[src/rtl/cart_dma_pkg.sv]
package cart_dma_pkg;

  parameter logic [31:0] SAVE_FIRST = 32'h0800_0000;
  parameter logic [31:0] SAVE_LAST  = 32'h0801_0000;
  parameter logic [31:0] ROM_FIRST  = 32'h1000_0000;
  parameter logic [31:0] ROM_LAST   = 32'h1FBF_FFFF;
  parameter logic [31:0] BOOT_STD   = 32'h0000_0318;
  parameter logic [31:0] BOOT_ALT   = 32'h0000_03F0;

  typedef enum logic [2:0] {
    ST_IDLE, ST_CHECK, ST_FETCH, ST_STORE, ST_BOOT, ST_DONE
  } stateT;

  typedef enum logic [1:0] {
    RT_NONE, RT_SAVE, RT_ROM
  } routeT;

  typedef struct packed {
    logic load;
    logic capture;
    logic advance;
    logic bootStep;
    logic selBoot;
  } ctrlStrobeT;

endpackage

[src/rtl/cart_dma_ctrl.sv]
module cart_dma_ctrl
  import cart_dma_pkg::*;
(
  input  logic       clk,
  input  logic       rstN,
  input  logic       startValid,
  input  logic       irqAck,
  input  routeT      route,
  input  logic       rangeBad,
  input  logic       lastByte,
  input  logic       pastRomEnd,
  input  logic       needBoot,
  input  logic       bootLast,
  input  logic       toMain,
  input  logic       memValid,
  input  logic       romValid,
  input  logic       saveValid,
  output ctrlStrobeT strobe,
  output logic       busy,
  output logic       irq,
  output logic       memReq,
  output logic       memWe,
  output logic       romReq,
  output logic       saveReq,
  output logic       saveWe
);

  stateT state, nextState;
  logic  fetchOk, storeOk;

  always_comb begin
    nextState = state;
    strobe    = '0;
    memReq    = 1'b0;
    memWe     = 1'b0;
    romReq    = 1'b0;
    saveReq   = 1'b0;
    saveWe    = 1'b0;
    fetchOk   = 1'b0;
    storeOk   = 1'b0;
    case (state)
      ST_IDLE: begin
        if (startValid) begin
          strobe.load = 1'b1;
          nextState   = ST_CHECK;
        end
      end
      ST_CHECK: begin
        nextState = (rangeBad || route == RT_NONE) ? ST_DONE : ST_FETCH;
      end
      ST_FETCH: begin
        if (!toMain) begin
          memReq  = 1'b1;
          fetchOk = memValid;
        end else if (route == RT_SAVE) begin
          saveReq = 1'b1;
          fetchOk = saveValid;
        end else if (pastRomEnd) begin
          fetchOk = 1'b1;
        end else begin
          romReq  = 1'b1;
          fetchOk = romValid;
        end
        if (fetchOk) begin
          strobe.capture = 1'b1;
          nextState      = ST_STORE;
        end
      end
      ST_STORE: begin
        if (toMain) begin
          memReq  = 1'b1;
          memWe   = 1'b1;
          storeOk = memValid;
        end else begin
          saveReq = 1'b1;
          saveWe  = 1'b1;
          storeOk = saveValid;
        end
        if (storeOk) begin
          if (lastByte) begin
            nextState = (route == RT_ROM && needBoot) ? ST_BOOT : ST_DONE;
          end else begin
            strobe.advance = 1'b1;
            nextState      = ST_FETCH;
          end
        end
      end
      ST_BOOT: begin
        memReq        = 1'b1;
        memWe         = 1'b1;
        strobe.selBoot = 1'b1;
        if (memValid) begin
          strobe.bootStep = 1'b1;
          if (bootLast) nextState = ST_DONE;
        end
      end
      ST_DONE: nextState = ST_IDLE;
      default: nextState = ST_IDLE;
    endcase
  end

  always_ff @(posedge clk or negedge rstN) begin
    if (!rstN) begin
      state <= ST_IDLE;
      irq   <= 1'b0;
    end else begin
      state <= nextState;
      if (state == ST_DONE) irq <= 1'b1;
      else if (irqAck)      irq <= 1'b0;
    end
  end

  assign busy = (state != ST_IDLE);

endmodule

[src/rtl/cart_dma_path.sv]
module cart_dma_path
  import cart_dma_pkg::*;
#(
  parameter int MAIN_AW = 32,
  parameter int CART_AW = 32,
  parameter int ROM_AW  = 28,
  parameter int SAVE_AW = 17,
  parameter int LEN_W   = 24
) (
  input  logic               clk,
  input  logic               rstN,
  input  ctrlStrobeT         strobe,
  input  logic               startToMain,
  input  logic [MAIN_AW-1:0] startMainAddr,
  input  logic [CART_AW-1:0] startCartAddr,
  input  logic [LEN_W-1:0]   startLen,
  input  logic [MAIN_AW-1:0] mainSize,
  input  logic [CART_AW-1:0] romSize,
  input  logic               bootAlt,
  input  logic [7:0]         memRdata,
  input  logic [7:0]         romRdata,
  input  logic [7:0]         saveRdata,
  output routeT              route,
  output logic               rangeBad,
  output logic               lastByte,
  output logic               pastRomEnd,
  output logic               needBoot,
  output logic               bootLast,
  output logic               toMain,
  output logic [MAIN_AW-1:0] memAddr,
  output logic [7:0]         memWdata,
  output logic [ROM_AW-1:0]  romAddr,
  output logic [SAVE_AW-1:0] saveAddr,
  output logic [7:0]         saveWdata
);

  localparam int SUM_W = ((MAIN_AW > LEN_W) ? MAIN_AW : LEN_W) + 2;

  logic [MAIN_AW-1:0] mainBase;
  logic [CART_AW-1:0] cartReg;
  logic [LEN_W-1:0]   lenReg;
  logic [LEN_W-1:0]   idx;
  logic [7:0]         byteBuf;
  logic [1:0]         bootIdx;
  logic               bootDone;

  logic [SUM_W-1:0]   endSum;
  logic               inSave, inRom;
  logic [CART_AW-1:0] romOff;
  logic [MAIN_AW-1:0] curMain;
  logic [MAIN_AW-1:0] xferAddr;
  logic [MAIN_AW-1:0] bootAddr;
  logic [7:0]         bootByte;
  logic [7:0]         capData;
  logic [31:0]        sizeWord;

  always_ff @(posedge clk or negedge rstN) begin
    if (!rstN) begin
      mainBase <= '0;
      cartReg  <= '0;
      lenReg   <= '0;
      toMain   <= 1'b0;
      idx      <= '0;
      byteBuf  <= '0;
      bootIdx  <= '0;
      bootDone <= 1'b0;
    end else begin
      if (strobe.load) begin
        mainBase <= startMainAddr;
        cartReg  <= startCartAddr;
        lenReg   <= startLen;
        toMain   <= startToMain;
        idx      <= '0;
      end
      if (strobe.capture) byteBuf <= capData;
      if (strobe.advance) idx <= idx + 1'b1;
      if (strobe.bootStep) begin
        bootIdx <= bootIdx + 1'b1;
        if (bootLast) bootDone <= 1'b1;
      end
    end
  end

  // Command checks and window decode
  assign endSum   = SUM_W'(mainBase) + SUM_W'(lenReg) + SUM_W'(1);
  assign rangeBad = endSum > SUM_W'(mainSize);
  assign inSave   = (cartReg >= CART_AW'(SAVE_FIRST)) && (cartReg <= CART_AW'(SAVE_LAST));
  assign inRom    = (cartReg >= CART_AW'(ROM_FIRST))  && (cartReg <= CART_AW'(ROM_LAST));

  always_comb begin
    route = RT_NONE;
    if (inSave)               route = RT_SAVE;
    else if (inRom && toMain) route = RT_ROM;
  end

  assign lastByte = (idx == lenReg);

  // Address generation
  assign romOff     = cartReg - CART_AW'(ROM_FIRST) + CART_AW'(idx);
  assign pastRomEnd = (romOff >= romSize);
  assign romAddr    = romOff[ROM_AW-1:0] ^ ROM_AW'(3);
  assign saveAddr   = cartReg[SAVE_AW-1:0] - SAVE_FIRST[SAVE_AW-1:0] + SAVE_AW'(idx);
  assign curMain    = mainBase + MAIN_AW'(idx);
  assign xferAddr   = (route == RT_ROM) ? (curMain ^ MAIN_AW'(3)) : curMain;

  // Boot information word
  assign needBoot = !bootDone;
  assign bootLast = (bootIdx == 2'd3);
  assign bootAddr = MAIN_AW'(bootAlt ? BOOT_ALT : BOOT_STD) + MAIN_AW'(bootIdx);
  assign sizeWord = 32'(mainSize);
  always_comb begin
    case (bootIdx)
      2'd0:    bootByte = sizeWord[7:0];
      2'd1:    bootByte = sizeWord[15:8];
      2'd2:    bootByte = sizeWord[23:16];
      default: bootByte = sizeWord[31:24];
    endcase
  end

  // Source byte selection
  always_comb begin
    if (!toMain)                capData = memRdata;
    else if (route == RT_SAVE)  capData = saveRdata;
    else if (pastRomEnd)        capData = 8'h00;
    else                        capData = romRdata;
  end

  assign memAddr   = strobe.selBoot ? bootAddr : xferAddr;
  assign memWdata  = strobe.selBoot ? bootByte : byteBuf;
  assign saveWdata = byteBuf;

endmodule

[src/rtl/cart_dma.sv]
module cart_dma
  import cart_dma_pkg::*;
#(
  parameter int MAIN_AW = 32,
  parameter int CART_AW = 32,
  parameter int ROM_AW  = 28,
  parameter int SAVE_AW = 17,
  parameter int LEN_W   = 24
) (
  input  logic               clk,
  input  logic               rstN,
  input  logic               startValid,
  input  logic               startToMain,
  input  logic [MAIN_AW-1:0] startMainAddr,
  input  logic [CART_AW-1:0] startCartAddr,
  input  logic [LEN_W-1:0]   startLen,
  input  logic [MAIN_AW-1:0] mainSize,
  input  logic [CART_AW-1:0] romSize,
  input  logic               bootAlt,
  input  logic               irqAck,
  output logic               busy,
  output logic               irq,
  output logic               memReq,
  output logic               memWe,
  output logic [MAIN_AW-1:0] memAddr,
  output logic [7:0]         memWdata,
  input  logic [7:0]         memRdata,
  input  logic               memValid,
  output logic               romReq,
  output logic [ROM_AW-1:0]  romAddr,
  input  logic [7:0]         romRdata,
  input  logic               romValid,
  output logic               saveReq,
  output logic               saveWe,
  output logic [SAVE_AW-1:0] saveAddr,
  output logic [7:0]         saveWdata,
  input  logic [7:0]         saveRdata,
  input  logic               saveValid
);

  ctrlStrobeT ctrlStrobe;
  routeT      routeSel;
  logic       rangeBad, lastByte, pastRomEnd, needBoot, bootLast, toMain;

  cart_dma_ctrl u_ctrl (
    .clk(clk), .rstN(rstN), .startValid(startValid), .irqAck(irqAck),
    .route(routeSel), .rangeBad(rangeBad), .lastByte(lastByte),
    .pastRomEnd(pastRomEnd), .needBoot(needBoot), .bootLast(bootLast),
    .toMain(toMain), .memValid(memValid), .romValid(romValid),
    .saveValid(saveValid), .strobe(ctrlStrobe), .busy(busy), .irq(irq),
    .memReq(memReq), .memWe(memWe), .romReq(romReq), .saveReq(saveReq),
    .saveWe(saveWe)
  );

  cart_dma_path #(
    .MAIN_AW(MAIN_AW), .CART_AW(CART_AW), .ROM_AW(ROM_AW),
    .SAVE_AW(SAVE_AW), .LEN_W(LEN_W)
  ) u_path (
    .clk(clk), .rstN(rstN), .strobe(ctrlStrobe), .startToMain(startToMain),
    .startMainAddr(startMainAddr), .startCartAddr(startCartAddr),
    .startLen(startLen), .mainSize(mainSize), .romSize(romSize),
    .bootAlt(bootAlt), .memRdata(memRdata), .romRdata(romRdata),
    .saveRdata(saveRdata), .route(routeSel), .rangeBad(rangeBad),
    .lastByte(lastByte), .pastRomEnd(pastRomEnd), .needBoot(needBoot),
    .bootLast(bootLast), .toMain(toMain), .memAddr(memAddr),
    .memWdata(memWdata), .romAddr(romAddr), .saveAddr(saveAddr),
    .saveWdata(saveWdata)
  );

endmodule

[config.mk]
export PLATFORM = sky130hd
export DESIGN_NAME = cart_dma
export DESIGN_NICKNAME = d
export VERILOG_FILES = /design/src/rtl/cart_dma_pkg.sv /design/src/rtl/cart_dma_ctrl.sv /design/src/rtl/cart_dma_path.sv /design/src/rtl/cart_dma.sv
export SDC_FILE = /design/constraint.sdc
export NUM_CORES = 1
export LEC_CHECK = 0
export ABC_CLOCK_PERIOD_IN_PS = 13300
export BUFFER_PORTS_ARGS = -buffer_cell sky130_fd_sc_hd__buf_2
export CAP_MARGIN = 20
export CORE_MARGIN = 5
export CORE_UTILIZATION = 38
export DETAILED_ROUTE_END_ITERATION = 16
export SYNTH_ARGS = -nofsm -noshare
export SYNTH_HDL_FRONTEND = slang
export SYNTH_SLANG_ARGS = --single-unit
[constraint.sdc]
create_clock -name clk -period 13.3 [get_ports clk]
set_input_delay 1.995 -clock clk [delete_from_list [all_inputs] [get_ports clk]]
set_output_delay 1.995 -clock clk [all_outputs]
set_load 0.01 [all_outputs]
Yosys cells after proc, flatten, opt, wreduce, memory -nomap -nowiden. Cells that the tools add are included.

Shift operators: 0. Reduce and logical (&&, ||, !) cells: 14. Add/subtract/negate cells: 9. Muxes and demuxes: 50. Multipliers: 0. Equal/unequal tests: 16. Bitwise operators: 2. Magnitude comparators: 6. Div/mod/pow operators: 0.

Operators with widths (number): adder 32 x 24 -> 32 bit (2); 2-to-1 mux 24 bit (2); 2-to-1 mux 8 bit (5); adder 34 x 1 -> 34 bit, second input constant (1); > comparator 34 x 32 -> 1 bit (1); adder 32 x 24 -> 33 bit (1); adder 32 x 2 -> 32 bit (1); greater-or-equal comparator 32 x 28 -> 1 bit, second input constant (1); greater-or-equal comparator 32 x 29 -> 1 bit, second input constant (1); greater-or-equal comparator 32 bit (1); <= comparator 32 x 28 -> 1 bit, second input constant (1); <= comparator 32 x 29 -> 1 bit, second input constant (1); 2-to-1 mux 32 bit (1); subtractor 32 x 29 -> 32 bit, second input constant (1); 2-to-1 mux 1 bit (26); adder 24 x 1 -> 24 bit, second input constant (1); equality test 24 bit (1); one-hot mux 8 bit (3 select lines) (1); 2-to-1 mux 3 bit (7); adder 17 bit (1); one-hot mux 3 bit (5 select lines) (1); 2-to-1 mux 2 bit (4); inequality test 2 bit, second input constant (4); equality test 2 bit, second input constant (3); other kinds (18) (28).

Output and inout bits: 100. Word-level logic and storage cells: 107. Latch bits: 0. Memories kept: 0. Register bits: 128. Memory bits (read-only): 0. Input port bits: 185. Memory bits (writable): 0.

Depth between registers and ports, before layout.
Depth in word-level cells: 11. Gate-level depth with buffers: 24. Gate-level depth less buffers: 24.

Hierarchy. Synthesis repeated with hierarchy kept, for this count alone.

Cells, all modules: 1433. Area, all modules: 12283.0 um^2.

By module, submodules not included: cart_dma_path (cells each 1378, area each 11868.9 um^2, sequential area each 3103.0 um^2, instances 1); cart_dma_ctrl (cells each 55, area each 414.1 um^2, sequential area each 100.1 um^2, instances 1).

Least setup slack after synthesis. Ideal clock, no wire load.

Path kind: flip-flop to output port. Start: register u_path.idx[0]. End: output port romReq. Arrival time: 4693 ps. Required time: 11305 ps. Path slack: 6612 ps. Stages on the path, launching flop included: 21. Buffers on the path: 1. Cell sequence: dfrtp_1 > ha_1 > fa_1 > a21oi_1 > o211ai_1 > o211ai_1 > a31oi_1 > o31a_1 > o221a_2 > a211oi_1 > o21ai_0 > nand3_1 > xnor2_1 > ha_1 > a21o_1 > a21oi_1 > nor2_1 > a2111oi_0 > o2111a_1 > clkbuf_1 > and3_1.

Longest elaborated chain between the ends: 6.

RTL lines: start, declared (RTL line cart_dma_path.sv:42) `logic [LEN_W-1:0] idx;`; start signal, assigned (RTL line cart_dma_path.sv:76) `if (strobe.advance) idx <= idx + 1'b1;`; adder 32 x 24 -> 32 bit (RTL line cart_dma_path.sv:99) `assign romOff = cartReg - CART_AW'(ROM_FIRST) + CART_AW'(idx);`; via romAddr[26] (RTL line cart_dma.sv:30) `output logic [ROM_AW-1:0] romAddr,`; greater-or-equal comparator 32 bit (RTL line cart_dma_path.sv:100) `assign pastRomEnd = (romOff >= romSize);`; 2-to-1 mux 1 bit (RTL line cart_dma_ctrl.sv:58) `end else if (pastRomEnd) begin`; 2-to-1 mux 1 bit (RTL line cart_dma_ctrl.sv:55) `end else if (route == RT_SAVE) begin`; 2-to-1 mux 1 bit (RTL line cart_dma_ctrl.sv:52) `if (!toMain) begin`; 2-to-1 mux 1 bit (RTL line cart_dma_ctrl.sv:41) `case (state)`; end, declared (RTL line cart_dma.sv:29) `output logic romReq,`.

The timed path passes the listed nets, and every way through them passes these cells.

Worst setup path after layout.
Start: register u_path.idx[0]. End: output port romReq.

Longest elaborated chain between the ends: 6.

RTL lines (RTL line): adder 32 x 24 -> 32 bit (cart_dma_path.sv:99); greater-or-equal comparator 32 bit (cart_dma_path.sv:100); 2-to-1 mux 1 bit (cart_dma_ctrl.sv:58); 2-to-1 mux 1 bit (cart_dma_ctrl.sv:55); 2-to-1 mux 1 bit (cart_dma_ctrl.sv:52); 2-to-1 mux 1 bit (cart_dma_ctrl.sv:41).

No other way between the ends.

==> summary.md <==
| Metric | Value |
|---|---|
| Status | `completed` |
| Max layer used | `met5` |
| Netlist cell types | `slightly above 70` |
| RSZ-0062 raised after global routing | `no` |
| Synth Register Bits | `~130` |
| Die area | `36500 µm²` |
| Hold wc startpoint | `u_path.bootDone` |
| CTS tree | `built` |
| Async S/R FF share, synth | `100%` |
| Die width | `between 150 and 200 µm` |
| Setup bufs post-CTS | `0` |
| Startpoint Class | `flop` |
| Synth top area cells | `dfrtp_1 (26%), ha_1 (14%), nand2_1 (11%)` |
| Critical Path End Type | `output port` |
| Sw power | `1.91 mW` |
| Slowest CP cell | `o2111a_1` |
| Layout net count | `2193` |
| Max-Slew Margin vs Limit | `32.6%` |
| CTS Hold Bufs | `0` |
| Most common cell in the netlist | `nand2_1` |
| Mapped Nets | `~1900` |
| Max stage delay on crit path | `~0.53 ns` |
| Syn avg cell area | `7.69 µm²` |
| Met1 WL | `about 20000 µm` |
| DR iter-0 viols | `842` |
| Sw Share | `between 50% and 60%` |
| Max-cap check violation count | `0` |
| Drt drc | `0` |
| Port Buffers | `roughly 280` |
| Power per Cell Area | `~250 nW/µm²` |
| Height of the die | `approximately 190 µm` |
| Worst R2R Start | `u_path.idx[0]` |
| Worst Tran Pin Value | `1.01 ns` |
| Metal3 WL | `2260 µm` |
| CTS Buffer Depth | `2` |
| Worst Skew | `0.0123 ns` |
| Period Utilization, post-route | `around three fifths` |
| Design Power | `about 3.8 mW` |
| Top cells by count, synth | `nand2_1 (355), ha_1 (142), dfrtp_1 (128)` |
| Initial Util | `between 30% and 40%` |
| Final Hold Vio Count | `0` |
| Cell taking the most area after synthesis | `dfrtp_1` |
| Total grt overflow | `0` |
| Clock power frac | `a little over an eighth` |
| Core Rows | `66` |
| Setup crit start | `u_path.idx[0]` |
| Cts bufs inserted | `17` |
| Critical path type | `reg -> out` |
| IO Count | `about 290` |
| Post-route ant nets | `0` |
| Crit-path cells | `ha_1 -> fa_1 -> a21oi_1 -> o211ai_1 -> o211ai_1 -> a31oi_1 -> o31a_1 -> o221a_2 -> a211oi_1 -> o21ai_0 -> nand3_1 -> xnor2_1 -> ha_1 -> a21o_1 -> a21oi_1 -> nor2_1 -> a2111oi_0 -> o2111a_1 -> and3_1 -> buf_2` |
| Final setup vio count | `0` |
| H-tree depth | `4` |
| Share of cells above drive strength 1 | `around 19%` |
| Reg2Reg Depth | `21` |
| Setup TNS | `0 ns` |
| Logic gate share of total power | `roughly 66%` |
| Clock sink count | `about 130` |
| Overall Global Routing Usage | `between 20% and 30%` |
| WL/cell | `~18 µm` |
| Worst Path Max Fanout | `10` |
| Highest clock rate | `0.127 GHz` |
| Largest net degree at the start of global routing | `94` |
| Lkg Pwr | `slightly below 8 nW` |
| Synth Flop Type | `dfrtp_1` |
| Clock latency at the later pin of the worst-skew pair | `0.43 ns` |
| Final core occ | `between 40% and 50%` |
| Ant. Diodes | `0` |
| EDFF count, synth | `0` |
| Worst EP arrival | `slightly below 6 ns` |
| Post-layout instance count excluding filler cells | `approximately 2300` |
| TritonRoute pass-1 iters | `5` |
| Worst setup margin | `5.42 ns` |
| Yosys warns | `0` |
| Mapped Cells | `approximately 1600` |
| Min-delay worst type | `reg -> reg` |
| Met2 wire length | `about 20000 µm` |
| Int Pwr | `~1.8 mW` |
| Top cell type's share of synthesized area | `25.7%` |
| Placed insts | `about 2300` |
| Root buf cell | `clkbuf_16` |
| Post-cts sizing count | `0` |
| Clk pin slew, worst setup/hold paths | `approximately 0.060 ns` |
| Vias in the first global route | `roughly 12000` |
| Seq/Total Area, Yosys | `about 26%` |
| Post-Synthesis Cell Area | `12400 µm²` |
| Routed via count | `between 10000 and 15000` |
| Worst Path Required | `around 11 ns` |
| HPWL Detailed | `roughly 35000 µm` |
| Final worst path period need | `approximately 8 ns` |
| Initial antenna violation count | `1` |
| Final wirelength | `~43000 µm` |
| Setup WS pre-CTS | `~5.9 ns` |
| First-pass GRT wire length | `65300 µm` |
| Reg power frac | `20.5%` |
| GPL Wtd Cong | `just over 0.9` |
| Max VDD drop | `approximately 0.11 mV` |
| Area growth syn-to-layout | `19.0%` |
| Cells on Worst Hold Path | `1` |
| Vias per cell | `about 5.3` |
| Core region area | `~32000 µm²` |
| R2r setup slk | `between 6 and 7 ns` |
| Slew Viols, Final | `0` |
## layer usage
metal	up-vias	global-route usage (%)
met1	5756	31.9
met2	329	37.0
met3	35	3.91
met4	2	3.87
li1	6142	-
met5	-	0
## final cells by class
cell class                      count  area (µm²)
Fill cell                        3316       17600
Multi-Input combinational cell   1324        8570
Sequential cell                   128        3200
Timing Repair Buffer              291        1500
Tap cell                          442         553
Clock buffer                       21         450
Inverter                          101         379
Clock inverter                     10         161
## registers in the layout, indices dropped and copies added (netlist names)
| register | flops |
|---|---|
| u_path.lenReg | 24 |
| u_path.toMain | 1 |
| u_path.saveWdata | 8 |
| u_ctrl.state | 3 |
| u_path.idx | 24 |
| u_path.mainBase | 32 |
| u_path.bootIdx | 2 |
| u_path.bootDone | 1 |
| u_ctrl.irq | 1 |
| u_path.cartReg | 32 |
## cell usage in the layout, fill, tap and decap left out, types with 21 or more instances in the layout
cell type,n
nand2_1,354
buf_2,283
ha_1,142
dfrtp_1,128
nor2_1,112
inv_1,101
xnor2_1,85
o21ai_0,83
a21oi_1,75
xor2_1,53
nand3_1,44
a21o_1,43
nand4_1,31
and3_1,26
nor3_1,21
## cells by family after synthesis
family	Yosys count	share of synthesized area, %
buffers and inverters	166	5.53
xor gates and xnor gates	138	9.71
adders and majority gates	145	14.8
DFF	128	25.7
and+or+nand+nor	689	25.1
muxes	15	1.31
AOI/OAI and AO/OA	337	17.9
## path summary, 6_finish.rpt
| path | end |
|---|---|
| max in group asynchronous | u_path.lenReg[3] |
| min in group asynchronous | u_path.cartReg[26] |
| worst min register to register | u_path.bootDone |
| worst max register to register | u_path.saveWdata[5] |
| worst min-delay path | u_path.bootDone |
| worst max-delay path | romReq |
## power groups by stage
stage          clock [mW]  combinational [mW]  sequential, mW
2_1_floorplan           0                1.80           0.665
3_5_place_dp            0                2.46           0.772
6_report            0.503                2.48           0.768
4_1_cts             0.513                2.48           0.767
5_1_grt             0.528                2.76           0.788
3_3_place_gp            0                2.44           0.769
## through the flow
| stage | hold WS, ns | cell area [µm²] |
|---|---|---|
| finish | 0.464 | 14800 |
| floorplan | 0.429 | 12400 |
| CTS | 0.463 | 14800 |
| global placement | 0.447 | 14200 |
| detailed placement | 0.449 | 14200 |
| global route | 0.488 | 14800 |
## critical path, delay by kind of cell (launching register included)
family                     cells  cell delay (ns)
AOI/OAI and AO/OA             12             3.27
adders and majority gates      3             1.00
DFF                            1             0.48
and+or+nand+nor                3             0.42
xor gates and xnor gates       1             0.16
buffers and inverters          1             0.13
(Power assumes the default switching activity.)
